### src/rtl/burst_agen_pkg.sv
package burst_agen_pkg;

    typedef enum logic [1:0] {
        BEAT0 = 2'd0,
        BEAT1 = 2'd1,
        BEAT2 = 2'd2,
        BEAT3 = 2'd3
    } beat_e;

    typedef enum logic [1:0] {
        EV_HOLD = 2'd0,
        EV_LOAD = 2'd1,
        EV_ADV  = 2'd2
    } agen_ev_e;

    function automatic beat_e beat_after(beat_e b);
        beat_e n;
        unique case (b)
            BEAT0: n = BEAT1;
            BEAT1: n = BEAT2;
            BEAT2: n = BEAT3;
            BEAT3: n = BEAT0;
            default: n = BEAT0;
        endcase
        return n;
    endfunction

    function automatic logic [1:0] order_low(logic [1:0] base, beat_e b, logic inter);
        logic [1:0] r;
        if (inter) r = base ^ logic'(1'b0) ^ 2'(b);
        else       r = base + 2'(b);
        return r;
    endfunction

endpackage

### src/rtl/ce_qualify.sv
module ce_qualify #(
    parameter int               NUM_CE = 3,
    parameter logic [NUM_CE-1:0] CE_POL = 3'b010
) (
    input  logic [NUM_CE-1:0] ce_i,
    output logic              all_on_o
);
    logic [NUM_CE-1:0] hit;

    for (genvar g = 0; g < NUM_CE; g++) begin : g_ce
        if (CE_POL[g]) begin : g_high
            assign hit[g] = ce_i[g];
        end else begin : g_low
            assign hit[g] = ~ce_i[g];
        end
    end

    assign all_on_o = &hit;
endmodule

### src/rtl/agen_event_dec.sv
module agen_event_dec
    import burst_agen_pkg::*;
(
    input  logic     start_a_i,
    input  logic     start_b_i,
    input  logic     adv_i,
    input  logic     ce_ok_i,
    output agen_ev_e ev_o
);
    logic start_any;

    assign start_any = start_a_i | start_b_i;

    always_comb begin
        if (start_any && ce_ok_i) ev_o = EV_LOAD;
        else if (adv_i)           ev_o = EV_ADV;
        else                      ev_o = EV_HOLD;
    end
endmodule

### src/rtl/beat_fsm.sv
module beat_fsm
    import burst_agen_pkg::*;
(
    input  logic     clk,
    input  logic     rst_n,
    input  agen_ev_e ev_i,
    output beat_e    beat_o
);
    beat_e state_q, state_d;

    always_ff @(posedge clk or negedge rst_n) begin
        if (!rst_n) state_q <= BEAT0;
        else        state_q <= state_d;
    end

    always_comb begin
        state_d = state_q;
        unique case (ev_i)
            EV_LOAD: state_d = BEAT0;
            EV_ADV:  state_d = beat_after(state_q);
            EV_HOLD: state_d = state_q;
            default: state_d = state_q;
        endcase
    end

    always_comb begin
        beat_o = state_q;
    end

    assert_adv_steps_R6: assert property (@(posedge clk) disable iff (!rst_n)
        (ev_i == EV_ADV) |=> (state_q == beat_after($past(state_q))));

    assert_load_restarts_R8: assert property (@(posedge clk) disable iff (!rst_n)
        (ev_i == EV_LOAD) |=> (state_q == BEAT0));

    assert_hold_keeps_R9: assert property (@(posedge clk) disable iff (!rst_n)
        (ev_i == EV_HOLD) |=> $stable(state_q));
endmodule

### src/rtl/burst_addr_gen.sv
module burst_addr_gen
    import burst_agen_pkg::*;
#(
    parameter int                ADDR_W = 15,
    parameter int                NUM_CE = 3,
    parameter logic [NUM_CE-1:0] CE_POL = 3'b010
) (
    input  logic              clk,
    input  logic              rst_n,
    input  logic [ADDR_W-1:0] addr_i,
    input  logic              start_a_i,
    input  logic              start_b_i,
    input  logic              adv_i,
    input  logic              ord_i,
    input  logic [NUM_CE-1:0] ce_i,
    output logic [ADDR_W-1:0] addr_o
);
    localparam int UP_W = ADDR_W - 2;

    logic              ce_ok;
    agen_ev_e          ev;
    beat_e             beat;
    logic [UP_W-1:0]   upper_q;
    logic [1:0]        base_lo_q;

    ce_qualify #(.NUM_CE(NUM_CE), .CE_POL(CE_POL)) i_ce (
        .ce_i     (ce_i),
        .all_on_o (ce_ok)
    );

    agen_event_dec i_dec (
        .start_a_i (start_a_i),
        .start_b_i (start_b_i),
        .adv_i     (adv_i),
        .ce_ok_i   (ce_ok),
        .ev_o      (ev)
    );

    beat_fsm i_fsm (
        .clk    (clk),
        .rst_n  (rst_n),
        .ev_i   (ev),
        .beat_o (beat)
    );

    always_ff @(posedge clk or negedge rst_n) begin
        if (!rst_n) begin
            upper_q   <= '0;
            base_lo_q <= '0;
        end else if (ev == EV_LOAD) begin
            upper_q   <= addr_i[ADDR_W-1:2];
            base_lo_q <= addr_i[1:0];
        end
    end

    always_comb begin
        addr_o = {upper_q, order_low(base_lo_q, beat, ord_i)};
    end

    assert_load_takes_addr_R2: assert property (@(posedge clk) disable iff (!rst_n)
        (ev == EV_LOAD) |=> (addr_o == $past(addr_i)));

    assert_gated_start_R4: assert property (@(posedge clk) disable iff (!rst_n)
        ((start_a_i || start_b_i) && !ce_ok && !adv_i) |=>
        ((addr_o == $past(addr_o)) || (ord_i != $past(ord_i))));

    assert_upper_fixed_R5: assert property (@(posedge clk) disable iff (!rst_n)
        (ev == EV_ADV) |=> (addr_o[ADDR_W-1:2] == $past(addr_o[ADDR_W-1:2])));

    assert_linear_step_R6: assert property (@(posedge clk) disable iff (!rst_n)
        (ev == EV_ADV && !ord_i) |=>
        (ord_i || (addr_o[1:0] == 2'($past(addr_o[1:0]) + 2'd1))));

    assert_inter_first_R7: assert property (@(posedge clk) disable iff (!rst_n)
        (ev == EV_ADV && ord_i && beat == BEAT0) |=>
        (!ord_i || (addr_o[1:0] == ($past(addr_o[1:0]) ^ 2'b01))));

    assert_idle_hold_R9: assert property (@(posedge clk) disable iff (!rst_n)
        (ev == EV_HOLD) |=> ((addr_o == $past(addr_o)) || (ord_i != $past(ord_i))));
endmodule

### config.mk
export PLATFORM = sky130hd
export DESIGN_NAME = burst_addr_gen
export DESIGN_NICKNAME = d
export VERILOG_FILES = /design/src/rtl/burst_agen_pkg.sv /design/src/rtl/ce_qualify.sv /design/src/rtl/agen_event_dec.sv /design/src/rtl/beat_fsm.sv /design/src/rtl/burst_addr_gen.sv
export SDC_FILE = /design/constraint.sdc
export NUM_CORES = 1
export LEC_CHECK = 0
export ABC_AREA = 1
export BUFFER_PORTS_ARGS = -buffer_cell sky130_fd_sc_hd__buf_2
export CAP_MARGIN = 0
export CORE_AREA = 2 2 56 42
export CTS_CLUSTER_SIZE = 28
export DETAILED_ROUTE_END_ITERATION = 7
export DIE_AREA = 0 0 58 44
export GPL_ROUTABILITY_DRIVEN = 0
export GPL_TIMING_DRIVEN = 0
export PLACE_DENSITY = 0.77
export SLEW_MARGIN = 40
export SYNTH_ARGS = -nofsm -noshare
export SYNTH_HDL_FRONTEND = slang
export SYNTH_SLANG_ARGS = --single-unit
### constraint.sdc
create_clock -name clk -period 2.7 [get_ports clk]
set_input_delay 0.135 -clock clk [delete_from_list [all_inputs] [get_ports clk]]
set_output_delay 0.135 -clock clk [all_outputs]
set_load 0.02 [all_outputs]
==> flow_metrics.tcl, run 1 <==
set metrics [dict create \
    path_class "register to primary output" \
    ys_top_cells_by_count "inv_1, dfrtp_1, o21ai_2, nand2_2, nand2_1" \
    synthTopCellsByArea "dfrtp_1, o21ai_2, inv_1, nand2_2, ha_1" \
    synthToLayoutAreaGrowth_pct 28.49 \
    drc_errors 0 \
    setup_viol 0 \
    fin_hold_ws_ns 0.07077 \
    peakVddDrop_mv 0.4043 \
    fmax_ghz 0.6750 \
    min_from "addr_i[3]" \
    grt_pass1_vias 719 \
    syn_area_per_cell_sq_um 9.624 \
    reg2reg_depth 5 \
    period_share_pct 54.87 \
    p_leak_nw 0.6836 \
    insertion_delay_ns 0.29 \
    powerDensity_mw_per_mm2 692.1 \
    ys_warn_count 0 \
    cts_htree_levels 1 \
    synth-edff-count 0 \
    cts-buffers-inserted 3 \
    cts_tree "done" \
    worstPathMaxFanout 3 \
    final_cell_area_sq_mm 0.001162 \
    start_util_pct 44.52 \
    die_x_um 58 \
    syn_area_sq_um 904.6 \
    nets 165 \
    min_period_ns 1.482 \
    fin_skew_ns 0.007114 \
    yosysSeqAreaShare_pct 47.03 \
    cts_setup_buffers 0 \
    viasPerCell 4.466 \
    grt_use_total_pct 15.56 \
    grt_antenna_before_repair 0 \
    drt_wl_total_um 1621 \
    drt_first_pass_iters 4 \
    synth_most_common_cell "inv_1" \
    vias 719 \
    cts.sinks 17 \
    io_pins 39 \
    drive_gt1_share_pct 54.01 \
    total_power_mw 0.8044 \
    rows 14 \
    grt_pass1_wl_um 2939 \
    hold_violations 0 \
    reg2reg_to "i_fsm.beat_o[0]" \
    worst_pin_slew_ns 0.3791 \
    io_buffers 38 \
    yosys.area.top_type_share_pct 47.03 \
    die_area_sq_mm 0.002552 \
    ys.flop_type "dfrtp_1" \
    min_to "upper_q[1]" \
    grt_overflow_total 0 \
    async_flop_share_pct 100.0 \
    fp.dieH_um 44 \
    first_iter_violations 6 \
    status "finished clean" \
    slew_headroom_pct 74.73 \
    ant_nets 0 \
    cp.arrival_ns 1.35 \
    ys_ff_latch 17 \
    dp_hpwl_um 1324 \
    rsz0062_at_grt "no" \
    critPathCaptureType "primary output" \
    slew_violations 0 \
    cp-start-kind "register" \
    syn_nets 121 \
    reg2reg_slack_ns 1.48 \
    synth_top_cell_by_area "dfrtp_1" \
    synth.distinct_cells 14 \
    worst-endpoint-required_ns 2.57 \
    r2r-start "i_fsm.beat_o[1]" \
    n_antenna_cell 0 \
    postLayoutCoreUtil_pct 57.20 \
    fin_tns_setup_ns 0 \
    drv_cap 0 \
    clkTransAtPathRegs_ns 0.10 \
    clk_path_buf_depth 2 \
    syn_inst 94 \
    wire_per_inst_um 10.07 \
    hp-class "input pin to register" \
    postPlaceCellArea_sq_mm 0.001125 \
    coreArea_sq_mm 0.002032 \
    hold_depth 3 \
    nFillCells 191 \
    cts_root_buffer "clkbuf_4" \
    grt_max_degree 18 \
]
==> registers in the layout, summed over array words and instances (netlist names) <==
name	cells
base_lo_q	2
i_fsm.beat_o	2
upper_q	13
==> worst max-delay path by stage <==
stage | start | endpoint | cells past startpoint
finish | i_fsm.beat_o[0] | addr_o[1] | 8
global route | i_fsm.beat_o[0] | addr_o[1] | 8
CTS | i_fsm.beat_o[0] | addr_o[1] | 8
detailed placement | i_fsm.beat_o[1] | i_fsm.beat_o[0] | 5
global placement | i_fsm.beat_o[1] | i_fsm.beat_o[0] | 5
floorplan | i_fsm.beat_o[1] | i_fsm.beat_o[0] | 5
==> where the power goes <==
| part | switching [mW] | total, mW | internal [mW] |
|---|---|---|---|
| registers | 0.0451 | 0.355 | 0.310 |
| clock network | 0.0809 | 0.136 | 0.0551 |
| logic | 0.180 | 0.314 | 0.134 |
==> logic make-up (layout without fill, tap and decap cells) <==
group | count (synthesis) | after routing | share of synthesized area (%)
flip-flops | 17 | 17 | 47.03
AO/OA/AOI/OAI | 15 | 15 | 14.52
buffers and inverters | 28 | 71 | 14.11
adder cells (fa/ha/maj) | 3 | 3 | 4.150
XOR/XNOR | 2 | 2 | 1.937
AND/OR/NAND/NOR | 29 | 29 | 18.26
==> per-stage QoR <==
step / worst slack (ns) / cells
2_1_floorplan: 1.573 / 94
3_3_place_gp: 1.542 / 156
3_5_place_dp: 1.495 / 156
4_1_cts: 1.188 / 161
5_1_grt: 1.097 / 161
6_report: 1.218 / 161
==> cell usage in the layout, fill, tap and decap left out <==
cell type       n
buf_2          38
buf_6           3
clkbuf_4        3
clkinv_2        1
dfrtp_1        17
dlygate4sd3_1   1
ha_1            3
inv_1          25
nand2_1        10
nand2_2        11
nand3_1         4
nand3_4         1
nor2_1          1
nor2_4          1
o21ai_2        15
or2_2           1
xnor2_1         1
xor2_1          1
==> metal layers <==
| metal | GRT usage [%] | vias to the layer above | share of wire (%) |
|---|---|---|---|
| met5 | 0 | - | 0 |
| met3 | 6.567 | 0 | 6.4 |
| li1 | - | 368 | - |
| met4 | 2.791 | 0 | 0 |
| met2 | 28.41 | 20 | 53 |
| met1 | 17.20 | 331 | 41 |
==> final cells by class <==
class,instances,area [sq um],area share [%]
well taps,24,30.03,2.583
inverters,25,93.84,8.073
multi-input cells,49,351.6,30.25
plain buffers,3,33.78,2.906
clock buffers,3,22.52,1.938
clock inverters,1,5.005,0.4306
repair buffers,39,200.2,17.22
flip-flops and latches,17,425.4,36.60
==> worst max-delay path, cell delays in order, from the launching register on <==
cell and delay [ns]:
dfrtp_1 0.39, ha_1 0.16, inv_1 0.04, nor2_1 0.12, inv_1 0.06, nand2_1 0.06, nand2_1 0.05, inv_1 0.04
buf_2 0.15
==> repair_timing <==
item | in CTS | in global routing
gates resized for setup | 0 | 0
hold buffers | 1 | 0
endpoints found under the hold margin | 17 | 0
Note: power is estimated with default switching activity, not from simulation.
==> run 2: changes to the inputs <==
- CORE_AREA: 2 2 56 42 -> 2 2 57 43
- DIE_AREA: 0 0 58 44 -> 0 0 59 45
- PLACE_DENSITY: 0.77 -> 0.74
- clock period: 2.7 -> 1.4 ns (I/O delays scaled with it)
==> run 2 against run 1 <==
Clock-buffer cell count unchanged. Worst setup slack worse by 1.2 ns. Utilization up 5.1 points. Critical path depth unchanged. Clock skew down 0.0071 ns. Critical path type unchanged. Largest power group is now combinational logic.
==> flow_metrics.tcl, run 2 (same netlist as run 1, synthesis figures left out) <==
set metrics [dict create \
    status "finished clean" \
    clkPwrFrac_pct 15.5 \
    crit_path_cell_trace "ha_2, inv_2, nor2_4, inv_1, nand2_1, nand2_1, inv_1, buf_6" \
    worstPathMaxFanout 2 \
    p_leak_nw 0.7319 \
    fin_hold_ws_ns 0.01072 \
    die_area_sq_mm 0.002655 \
    postPlaceCellArea_sq_mm 0.001125 \
    cp.arrival_ns 1.28 \
    cts_tree "done" \
    busiest_layer "met2" \
    drc_errors 0 \
    grt_pass1_vias 733 \
    final_cell_area_sq_mm 0.001289 \
    final_common_cell "buf_2" \
    powerDensity_mw_per_mm2 1298 \
    die_x_um 59 \
    min_period_ns 1.351 \
    grt_use_met3_pct 6.590 \
    pwr-share-seq_pct 40.7 \
    fmax_ghz 0.7400 \
    switchingPower_mw 0.6313 \
    cts_htree_levels 1 \
    fp.dieH_um 45 \
    drt_first_pass_iters 3 \
    grtUsageMet2_pct 30.22 \
    clk_path_buf_depth 2 \
    peakVddDrop_mv 0.9003 \
    grt_use_total_pct 15.98 \
    coreArea_sq_mm 0.002067 \
    vias 754 \
    io_buffers 38 \
    drive_gt1_share_pct 54.73 \
    hold_violations 0 \
    period_share_pct 96.53 \
    insertion_delay_ns 0.28 \
    grt_use_met1_pct 15.90 \
    cts-buffers-inserted 3 \
    p_int_mw 1.042 \
    largest_reg_flops 13 \
    drt_wl_total_um 1868 \
    hold_depth 3 \
    ant_nets 0 \
    layout_common_cells "buf_2, inv_1, dfrtp_1" \
    synthToLayoutAreaGrowth_pct 42.46 \
    n_antenna_cell 0 \
    cp-start-kind "register" \
    fin_skew_ns 0.00004588 \
    nets 176 \
    grt_pass1_wl_um 3015 \
    cp.buffers_inverters 4 \
    reg2reg_depth 7 \
    setup_viol 0 \
    worst_pin_slew_ns 0.3843 \
    wire_per_inst_um 10.86 \
    rows 14 \
    first_iter_violations 15 \
    cts_root_buffer "clkbuf_4" \
    grt_antenna_before_repair 0 \
    hp-class "input pin to register" \
    grt_max_degree 18 \
    regMostFlops "upper_q" \
    p_comb_share_pct 43.8 \
    critPathCaptureType "primary output" \
    reg2reg_slack_ns 0.05 \
    critical-path-top-delay-family "flip-flops" \
    nFillCells 179 \
    cts.sinks 17 \
    clkTransAtPathRegs_ns 0.10 \
    path_class "register to primary output" \
    grt_overflow_total 0 \
    start_util_pct 43.77 \
    swShare_pct 37.73 \
    rsz0062_at_grt "yes" \
    dp_hpwl_um 1341 \
    path_depth 8 \
    drv_cap 0 \
    worst-endpoint-required_ns 1.33 \
    slew_violations 0 \
    slew_headroom_pct 74.38 \
    viasPerCell 4.384 \
    critPathMaxStageDelay_ns 0.38 \
    cpMaxStageDelayCell "dfrtp_1" \
    io_pins 39 \
]
[run 2: final timing paths]
path                                       from               to
worst max-delay path               base_lo_q[0]        addr_o[1]
worst min-delay path                 addr_i[11]       upper_q[9]
worst max register to register  i_fsm.beat_o[0]  i_fsm.beat_o[0]
worst min register to register       upper_q[7]       upper_q[7]
max in group asynchronous                 rst_n       upper_q[2]
min in group asynchronous                 rst_n       upper_q[7]
[run 2: power groups by stage]
stage                     Clock, mW  Combinational [mW]  Sequential, mW
after floorplan                   0               0.347           0.771
after global placement            0               0.594           0.687
after detailed placement          0               0.623           0.696
after CTS                     0.274               0.673           0.681
after global routing          0.307               0.804           0.691
final                         0.259               0.734           0.681
[run 2: per-layer routing]
| metal | up-vias | routed length (um) |
|---|---|---|
| li1 | 388 | - |
| met1 | 335 | 747 |
| met2 | 26 | 996 |
| met3 | 5 | 102 |
| met4 | 0 | 21 |
| met5 | - | 0 |
[run 2: tightest hold or removal path, cell delays in order]
cell	delay (ns)
buf_2	0.10
inv_1	0.06
o21ai_2	0.06
[run 2: metrics by stage]
step | worst slack [ns] | utilization [%] | power, mW | TNS (ns) | std cells
after floorplan | 0.2732 | - | 1.118 | 0 | 94
after global placement | 0.2345 | 54.42 | 1.281 | 0 | 156
after detailed placement | 0.1595 | 54.42 | 1.319 | 0 | 156
after CTS | 0.002512 | 60.96 | 1.628 | 0 | 171
after global routing | -0.06489 | 62.35 | 1.801 | -0.06489 | 172
final | 0.04864 | 62.35 | 1.673 | 0 | 172
[run 2: area by class of cell]
class                      count  area, sq um  share of cell area [%]
buffer                         3        33.78                   2.621
clock inverter                 1        5.005                  0.3883
tap                           24        30.03                   2.330
sequential                    17        425.4                   33.01
clock buffer                   3        22.52                   1.748
inverter                      25        93.84                   7.282
multi-input combinational     49        366.6                   28.45
timing repair buffer          50        311.5                   24.17
[run 2: what timing repair did]
item	4_1_cts	5_1_grt
hold buffers	10	0
resized for setup	0	8
pin swaps	0	3
hold endpoints to repair	26	0
buffers inserted	1	1
setup endpoints to repair	1	1
